$ cat config.mk
export PLATFORM = sky130hd
export DESIGN_NAME = crc_chk_top
export DESIGN_NICKNAME = d
export VERILOG_FILES = /design/src/rtl/crc_chk_pkg.sv /design/src/rtl/crc_chk_lane.sv /design/src/rtl/crc_chk_engine.sv /design/src/rtl/crc_chk_decode.sv /design/src/rtl/crc_chk_top.sv
export SDC_FILE = /design/constraint.sdc
export NUM_CORES = 1
export LEC_CHECK = 0
export ABC_CLOCK_PERIOD_IN_PS = 7850
export CELL_PAD_IN_SITES_DETAIL_PLACEMENT = 0
export CELL_PAD_IN_SITES_GLOBAL_PLACEMENT = 1
export CORE_MARGIN = 4
export CORE_UTILIZATION = 46
export DETAILED_ROUTE_END_ITERATION = 16
export PLACE_DENSITY = 0.87
export SKIP_CTS_REPAIR_TIMING = 1
export SYNTH_ARGS = -nofsm -noshare
export SYNTH_HDL_FRONTEND = slang
export SYNTH_HIERARCHICAL = 1
export SYNTH_SLANG_ARGS = --single-unit
$ cat constraint.sdc
create_clock -name clk -period 7.85 [get_ports clk]
set_clock_uncertainty 0.1 [all_clocks]
set_input_delay 1.57 -clock clk [delete_from_list [all_inputs] [get_ports clk]]
set_output_delay 1.57 -clock clk [all_outputs]
set_load 0.005 [all_outputs]
$ cat src/rtl/crc_chk_pkg.sv
package crc_chk_pkg;

    localparam int CRC_W  = 32;
    localparam int DATA_W = 32;
    localparam int ADDR_W = 4;

    typedef enum logic [1:0] {
        SZ_BYTE = 2'b00,
        SZ_HALF = 2'b01,
        SZ_WORD = 2'b10,
        SZ_RSVD = 2'b11
    } xfer_size_e;

    typedef enum logic [1:0] {
        REG_DATA   = 2'd0,
        REG_CSUM   = 2'd1,
        REG_SPARE0 = 2'd2,
        REG_SPARE1 = 2'd3
    } reg_sel_e;

    typedef enum logic {
        ST_IDLE     = 1'b0,
        ST_READ_RSP = 1'b1
    } bus_state_e;

    // Mirror a vector end for end; turns the normal-form generator
    // into the form used by a right-shifting register.
    function automatic logic [CRC_W-1:0] mirror(input logic [CRC_W-1:0] v);
        logic [CRC_W-1:0] r;
        for (int i = 0; i < CRC_W; i++) begin
            r[i] = v[CRC_W-1-i];
        end
        return r;
    endfunction

endpackage

$ cat src/rtl/crc_chk_lane.sv
// One byte of CRC advance: eight serial steps, least significant bit first.
module crc_chk_lane #(
    parameter int CRC_W   = 32,
    parameter logic [CRC_W-1:0] POLY_R = 32'hEDB88320
) (
    input  logic [CRC_W-1:0] crc_in,
    input  logic [7:0]       byte_in,
    output logic [CRC_W-1:0] crc_out
);

    always_comb begin
        logic [CRC_W-1:0] acc;
        acc = crc_in;
        for (int b = 0; b < 8; b++) begin
            if (acc[0] ^ byte_in[b]) begin
                acc = (acc >> 1) ^ POLY_R;
            end else begin
                acc = acc >> 1;
            end
        end
        crc_out = acc;
    end

endmodule

$ cat src/rtl/crc_chk_engine.sv
// Chains one lane per data byte and picks the tap that matches the size.
module crc_chk_engine
    import crc_chk_pkg::*;
#(
    parameter int CRC_W  = 32,
    parameter int DATA_W = 32,
    parameter logic [CRC_W-1:0] POLY = 32'h04C11DB7
) (
    input  logic [CRC_W-1:0]  crc_in,
    input  logic [DATA_W-1:0] data_in,
    input  logic [1:0]        size_in,
    output logic [CRC_W-1:0]  crc_out,
    output logic              size_ok
);

    localparam int LANES = DATA_W / 8;
    localparam logic [CRC_W-1:0] POLY_R = mirror(POLY);

    logic [CRC_W-1:0] tap [0:LANES];

    assign tap[0] = crc_in;

    for (genvar g = 0; g < LANES; g++) begin : g_lane
        crc_chk_lane #(
            .CRC_W  (CRC_W),
            .POLY_R (POLY_R)
        ) u_lane (
            .crc_in  (tap[g]),
            .byte_in (data_in[8*g +: 8]),
            .crc_out (tap[g+1])
        );
    end

    always_comb begin
        size_ok = 1'b1;
        crc_out = crc_in;
        unique case (xfer_size_e'(size_in))
            SZ_BYTE: crc_out = tap[1];
            SZ_HALF: crc_out = tap[(LANES >= 2) ? 2 : LANES];
            SZ_WORD: crc_out = tap[LANES];
            SZ_RSVD: begin
                crc_out = crc_in;
                size_ok = 1'b0;
            end
        endcase
    end

endmodule

$ cat src/rtl/crc_chk_decode.sv
// Address and command decode for accepted requests.
module crc_chk_decode
    import crc_chk_pkg::*;
#(
    parameter int ADDR_W = 4
) (
    input  logic              accept,
    input  logic              is_write,
    input  logic [ADDR_W-1:0] addr,
    output logic              data_wr,
    output logic              csum_wr,
    output logic              rd_acc,
    output logic              rd_csum
);

    reg_sel_e sel;

    always_comb begin
        sel     = reg_sel_e'(addr[3:2]);
        data_wr = 1'b0;
        csum_wr = 1'b0;
        rd_acc  = accept && !is_write;
        rd_csum = 1'b0;
        unique case (sel)
            REG_DATA: data_wr = accept && is_write;
            REG_CSUM: begin
                csum_wr = accept && is_write;
                rd_csum = accept && !is_write;
            end
            REG_SPARE0, REG_SPARE1: ;
        endcase
    end

endmodule

$ cat src/rtl/crc_chk_top.sv
module crc_chk_top
    import crc_chk_pkg::*;
#(
    parameter int CRC_W  = crc_chk_pkg::CRC_W,
    parameter int DATA_W = crc_chk_pkg::DATA_W,
    parameter int ADDR_W = crc_chk_pkg::ADDR_W,
    parameter logic [CRC_W-1:0] POLY = 32'h04C11DB7,
    parameter logic [CRC_W-1:0] SEED = 32'hFFFFFFFF
) (
    input  logic              clk,
    input  logic              rst_n,
    input  logic              req_valid,
    input  logic              req_write,
    input  logic [ADDR_W-1:0] req_addr,
    input  logic [1:0]        req_size,
    input  logic [DATA_W-1:0] req_wdata,
    output logic              req_ready,
    output logic              rsp_valid,
    output logic [DATA_W-1:0] rsp_rdata
);

    bus_state_e       state_q, state_d;
    logic [CRC_W-1:0] crc_q;
    logic [CRC_W-1:0] crc_next;
    logic             size_ok;
    logic             accept;
    logic             data_wr, csum_wr, rd_acc, rd_csum;
    logic [DATA_W-1:0] rdata_q;

    assign accept = req_valid && req_ready;

    crc_chk_decode #(.ADDR_W(ADDR_W)) u_decode (
        .accept   (accept),
        .is_write (req_write),
        .addr     (req_addr),
        .data_wr  (data_wr),
        .csum_wr  (csum_wr),
        .rd_acc   (rd_acc),
        .rd_csum  (rd_csum)
    );

    crc_chk_engine #(
        .CRC_W  (CRC_W),
        .DATA_W (DATA_W),
        .POLY   (POLY)
    ) u_engine (
        .crc_in  (crc_q),
        .data_in (req_wdata),
        .size_in (req_size),
        .crc_out (crc_next),
        .size_ok (size_ok)
    );

    // Next-state logic: RD_ACCEPT and RSP_DONE transitions.
    always_comb begin
        state_d = state_q;
        unique case (state_q)
            ST_IDLE:     if (rd_acc) state_d = ST_READ_RSP;
            ST_READ_RSP: state_d = ST_IDLE;
        endcase
    end

    // State register.
    always_ff @(posedge clk) begin
        if (!rst_n) begin
            state_q <= ST_IDLE;
        end else begin
            state_q <= state_d;
        end
    end

    // Checksum and read-data registers.
    always_ff @(posedge clk) begin
        if (!rst_n) begin
            crc_q   <= SEED;
            rdata_q <= '0;
        end else begin
            if (csum_wr) begin
                crc_q <= req_wdata[CRC_W-1:0];
            end else if (data_wr && size_ok) begin
                crc_q <= crc_next;
            end
            if (rd_acc) begin
                rdata_q <= rd_csum ? DATA_W'(crc_q) : '0;
            end
        end
    end

    // Outputs by state.
    always_comb begin
        req_ready = 1'b0;
        rsp_valid = 1'b0;
        unique case (state_q)
            ST_IDLE:     req_ready = 1'b1;
            ST_READ_RSP: rsp_valid = 1'b1;
        endcase
        rsp_rdata = rdata_q;
    end

endmodule

==> summary.md, run 1 <==
| Metric | Value |
|---|---|
| Clk_lat worst skew | `340 ps` |
| CP required | `7930 ps` |
| Synth warnings | `6` |
| Placed Cells incl. Taps | `922` |
| DIE AREA | `17200 sq um` |
| GP Congestion | `0.930` |
| Total of max-cap violations | `0` |
| Crit-path max FO | `6` |
| Reg2reg path depth | `20` |
| Hold path depth | `2` |
| Detailed-route DRC error count | `0` |
| Ys async rst share | `0%` |
| Hold EP | `rsp_rdata[7]` |
| Total core area | `14700 sq um` |
| Flops & latches, synth | `65` |
| Setup_tns | `0 ps` |
| Fin nets | `791` |
| Worst r2r dst | `crc_q[18]` |
| Crit path kind | `input port to register` |
| Most frequent cells in the layout | `xnor2_1 (172), clkdlybuf4s50_1 (71), dfxtp_1 (65), buf_4 (54), xor2_1 (48)` |
| Post-route ant nets | `0` |
| Layout Cells excl Fill | `938` |
| Total GRT Usage | `25.1%` |
| GRT Max-Usage Layer | `met2` |
| Chip Width | `131 um` |
| Avg Inst Size Synth | `10.8 sq um` |
| Worst Path Arrival | `7190 ps` |
| Reg clk slew, reported paths | `50 ps` |
| # rows | `44` |
| Unrepaired setup endpoints after global routing | `no` |
| CTS Buffer Depth | `2` |
| Global-route wire length before repair | `33100 um` |
| Initial antenna violation count | `0` |
| Netlist cell types | `32` |
| Worst reg2reg path startpoint | `crc_q[1]` |
| Hold wc startpoint | `rsp_rdata[7]` |
| Total grt overflow | `0` |
| Most common cell after layout, fill and taps aside | `xnor2_1` |
| Synth Cell Area | `6980 sq um` |
| Status | `finished, final reports clean` |
| Met1 Use GR | `33.1%` |
| Cts bufs inserted | `9` |
| CTS Root Cell | `clkbuf_16` |
| Grt met2 use | `40.3%` |
| Area grow syn2layout | `19.5%` |
| Layout cells sized above 1 | `24.5%` |
| Primary FF master, synth | `dfxtp_1` |
| Port bufs | `73` |
| Max Slew Vio Count | `0` |
| Slew at the pin closest to its max-slew limit | `1130 ps` |
| Sequential element share of the synthesized area | `18.6%` |
| CP startpoint kind | `input port` |
| GR Util met3 | `5.43%` |
| H-tree depth | `3` |
| Dpl hpwl | `16900 um` |
| Starting Density | `47.5%` |
| DR WL/cell | `22.6 um` |
| Final hold viol count | `0` |
| # diodes | `0` |
| Post-synth EDFFs | `0` |
| Multi-input gate area | `5380 sq um` |
| FILL cells | `1303` |
| Initial DRC count | `339` |
| CTS tree | `built` |
| Largest net degree at the start of global routing | `67` |
| F_max | `141 MHz` |
| Post-Syn Instances | `649` |
| R2R Setup Slk | `2050 ps` |
| Slew headroom | `24.8%` |
| Via count | `5101` |
| Final setup viols | `0` |
| Final Hold Slack | `363 ps` |
| Register area | `1300 sq um` |
| Clock Sink Count | `65` |
| Pre-antenna DRT Iters | `4` |
| Number of global-route vias before repair | `5370` |
| Vias per cell | `5.44` |
| Io pins | `76` |
| Syn_nets | `691` |
| Worst hold path type | `register to register` |
| Critical Path Sink Type | `register` |
| Period utilisation layout | `90.5%` |
| Routed WL | `21200 um` |
| Chip Height | `131 um` |
| Post-route minimum period | `7110 ps` |
==> Yosys cell counts, types with 12 or more instances <==
cell type,number,area [sq um]
a211oi_2,31,388
a21boi_1,32,240
buf_2,14,70.1
clkbuf_1,12,45.0
dfxtp_1,65,1300
mux4_2,29,653
nand2b_1,32,200
nand3_1,32,160
nor2_1,32,120
nor2b_1,30,188
o21ai_1,32,160
xnor2_1,172,1510
xnor2_2,20,325
xor2_1,48,420
xor2_2,20,325
==> registers in the layout (all words and copies together) (netlist names) <==
| name | flops |
|---|---|
| crc_q | 32 |
| rsp_rdata | 32 |
| state_q | 1 |
==> stage by stage <==
step                      instance area (sq um)  setup WS (ps)  utilization [%]
after global placement                     8040            455             54.7
after CTS                                  8340            763             56.8
after global routing                       8340            365             56.8
after floorplan                            6980           1150                -
after detailed placement                   8040            434             54.7
final                                      8340            742             56.8
==> layer usage <==
| layer | vias up | wire length [um] | part of all wire [%] |
|---|---|---|---|
| li1 | 2398 | - | - |
| met1 | 2493 | 9250 | 44 |
| met2 | 179 | 9990 | 47 |
| met3 | 31 | 1270 | 6.0 |
| met4 | 0 | 722 | 3.4 |
| met5 | - | 0 | 0 |
==> worst max-delay path: stages <==
cell	delay, ps
clkdlybuf4s50_1	480
xnor2_2	480
xor2_2	270
xnor2_1	170
xnor2_1	160
xnor2_2	440
xor2_1	220
xnor2_1	130
xnor2_1	330
xor2_2	160
buf_4	220
xnor2_1	100
xnor2_1	350
xnor2_2	120
xnor2_1	410
xnor2_1	180
buf_4	160
xor3_1	330
mux4_2	480
nor2b_1	140
a211oi_1	200
o21ai_1	70
==> layout make-up <==
cell class / instances / area share [%]
Clock inverter: 5 / 0.660
Timing Repair Buffer: 127 / 13.5
Sequential cell: 65 / 15.6
Tap cell: 184 / 2.76
Multi-Input combinational cell: 545 / 64.5
Inverter: 1 / 0.0450
Clock buffer: 11 / 2.91
==> how the worst max path moves through the flow <==
stage | from | end | slack [ps] | cells after the start
floorplan | req_wdata[7] | crc_q[23] | 1150 | 18
global placement | req_wdata[1] | crc_q[18] | 450 | 21
detailed placement | req_wdata[3] | crc_q[18] | 430 | 21
CTS | req_wdata[3] | crc_q[18] | 760 | 21
global route | req_wdata[4] | crc_q[18] | 370 | 22
finish | req_wdata[0] | crc_q[23] | 740 | 22
==> kinds of logic after synthesis <==
logic type | synth area share, %
xor gates and xnor gates | 44.1
and+or+nand+nor | 10.6
muxes | 10.5
DFF | 18.6
buffers and inverters | 4.37
AOI/OAI and AO/OA | 11.7
Power of run 1 is not shown: default switching activity piles up to over one toggle a cycle in this logic, so the estimate is an artifact.
==> run 2, diff against run 1 <==
==> constraint.sdc (replaced) <==
create_clock -name clk -period 7.85 [get_ports clk]
set_clock_uncertainty 0.1 [all_clocks]
set_input_delay 1.1775 -clock clk [delete_from_list [all_inputs] [get_ports clk]]
set_output_delay 1.1775 -clock clk [all_outputs]
set_load 0.005 [all_outputs]
==> summary.md, run 2 (synthesized netlist as in run 1, its figures left out) <==
| Metric | Value |
|---|---|
| Chip Width | `131 um` |
| Final hold viol count | `0` |
| CTS Root Cell | `clkbuf_16` |
| CP top delay family | `XOR/XNOR gates` |
| DR WL/cell | `22.8 um` |
| Clock Sink Count | `65` |
| Unrepaired setup endpoints after global routing | `no` |
| CP max stage delay | `530 ps` |
| GP Congestion | `0.952` |
| Critical Path Slowest Stage Cell | `clkdlybuf4s50_1` |
| Placed Cells incl. Taps | `910` |
| CP required | `7910 ps` |
| Worst hold path type | `register to register` |
| Port bufs | `73` |
| Worst Path Arrival | `7060 ps` |
| CTS tree | `built` |
| Slew at the pin closest to its max-slew limit | `1130 ps` |
| CP startpoint kind | `input port` |
| Detailed-route DRC error count | `0` |
| Cts bufs inserted | `9` |
| Reg clk slew, reported paths | `60 ps` |
| Most common cell after layout, fill and taps aside | `xnor2_1` |
| Dpl hpwl | `16500 um` |
| Fin nets | `779` |
| Layout cells sized above 1 | `23.5%` |
| Initial DRC count | `416` |
| Layout Cells excl Fill | `926` |
| Slew headroom | `24.8%` |
| Pre-antenna DRT Iters | `4` |
| # rows | `44` |
| Period utilisation layout | `89.2%` |
| Starting Density | `47.5%` |
| Cell chain of the critical path | `clkdlybuf4s50_1 > xnor2_4 > xor2_4 > xnor2_1 > xnor2_1 > xor2_2 > xor2_2 > xnor2_1 > xor2_2 > xor2_2 > xnor2_1 > xnor2_1 > xnor2_2 > xor2_2 > buf_4 > xnor2_1 > xnor2_1 > mux4_2 > nor2b_1 > a211oi_2 > o21ai_1` |
| Top cell by count, worst path | `xnor2_1` |
| Number of global-route vias before repair | `5328` |
| Total GRT Usage | `24.7%` |
| Via count | `5091` |
| Largest net degree at the start of global routing | `67` |
| Total core area | `14700 sq um` |
| Total of max-cap violations | `0` |
| Status | `finished, final reports clean` |
| Crit path kind | `input port to register` |
| Area grow syn2layout | `19.0%` |
| F_max | `143 MHz` |
| H-tree depth | `3` |
| Post-route minimum period | `7010 ps` |
| Global-route wire length before repair | `32900 um` |
| Pre-CTS setup slack | `624 ps` |
| WP buf/inv | `2` |
| Critical Path Sink Type | `register` |
| Final WS setup | `845 ps` |
| Initial antenna violation count | `0` |
| CTS Buffer Depth | `2` |
| Post-route ant nets | `0` |
| Routed WL | `21200 um` |
| Clk_lat worst skew | `330 ps` |
| DIE AREA | `17200 sq um` |
| Setup_tns | `0 ps` |
| Most frequent cells in the layout | `xnor2_1 (172), clkdlybuf4s50_1 (71), dfxtp_1 (65), xor2_1 (48), buf_4 (42)` |
| Vias per cell | `5.50` |
| Total grt overflow | `0` |
| Max Slew Vio Count | `0` |
| Chip Height | `131 um` |
| # diodes | `0` |
| Crit-path max FO | `8` |
| Final setup viols | `0` |
| Io pins | `76` |
## run 2: tightest hold or removal path, delay by kind of cell, from the launching register on
kind | cells | cell delay, ps
flip-flops | 1 | 310
AND/OR/NAND/NOR | 1 | 60
AO/OA/AOI/OAI | 1 | 50
## run 2: layer usage
| layer | wire length (um) | vias to the layer above | GRT usage [%] |
|---|---|---|---|
| met5 | 0 | - | 0 |
| met4 | 762 | 0 | 9.33 |
| met3 | 1100 | 34 | 4.40 |
| met2 | 10100 | 176 | 40.3 |
| met1 | 9220 | 2511 | 32.8 |
| li1 | - | 2370 | - |
## run 2: final cells by class
class	instances	area, sq um
Fill cell	1267	6390
Tap cell	184	230
Multi-Input combinational cell	545	5380
Clock buffer	10	239
Inverter	1	3.75
Timing Repair Buffer	115	1040
Sequential cell	65	1300
Clock inverter	6	115
## run 2: final timing paths
check	startpoint	endpoint	slack, ps	cells past startpoint
min	rsp_rdata[13]	rsp_rdata[13]	370	2
max reg2reg	crc_q[1]	crc_q[17]	1790	20
min reg2reg	rsp_rdata[13]	rsp_rdata[13]	370	2
max	req_wdata[1]	crc_q[17]	840	21
## run 2: through the flow
step	cell area, sq um	util [%]	hold slack, ps
global route	8310	56.5	393
finish	8310	56.5	369
global placement	7950	54.1	354
detailed placement	7950	54.1	360
floorplan	6980	-	360
CTS	8310	56.5	371
Power of run 2 is left out for the same reason.
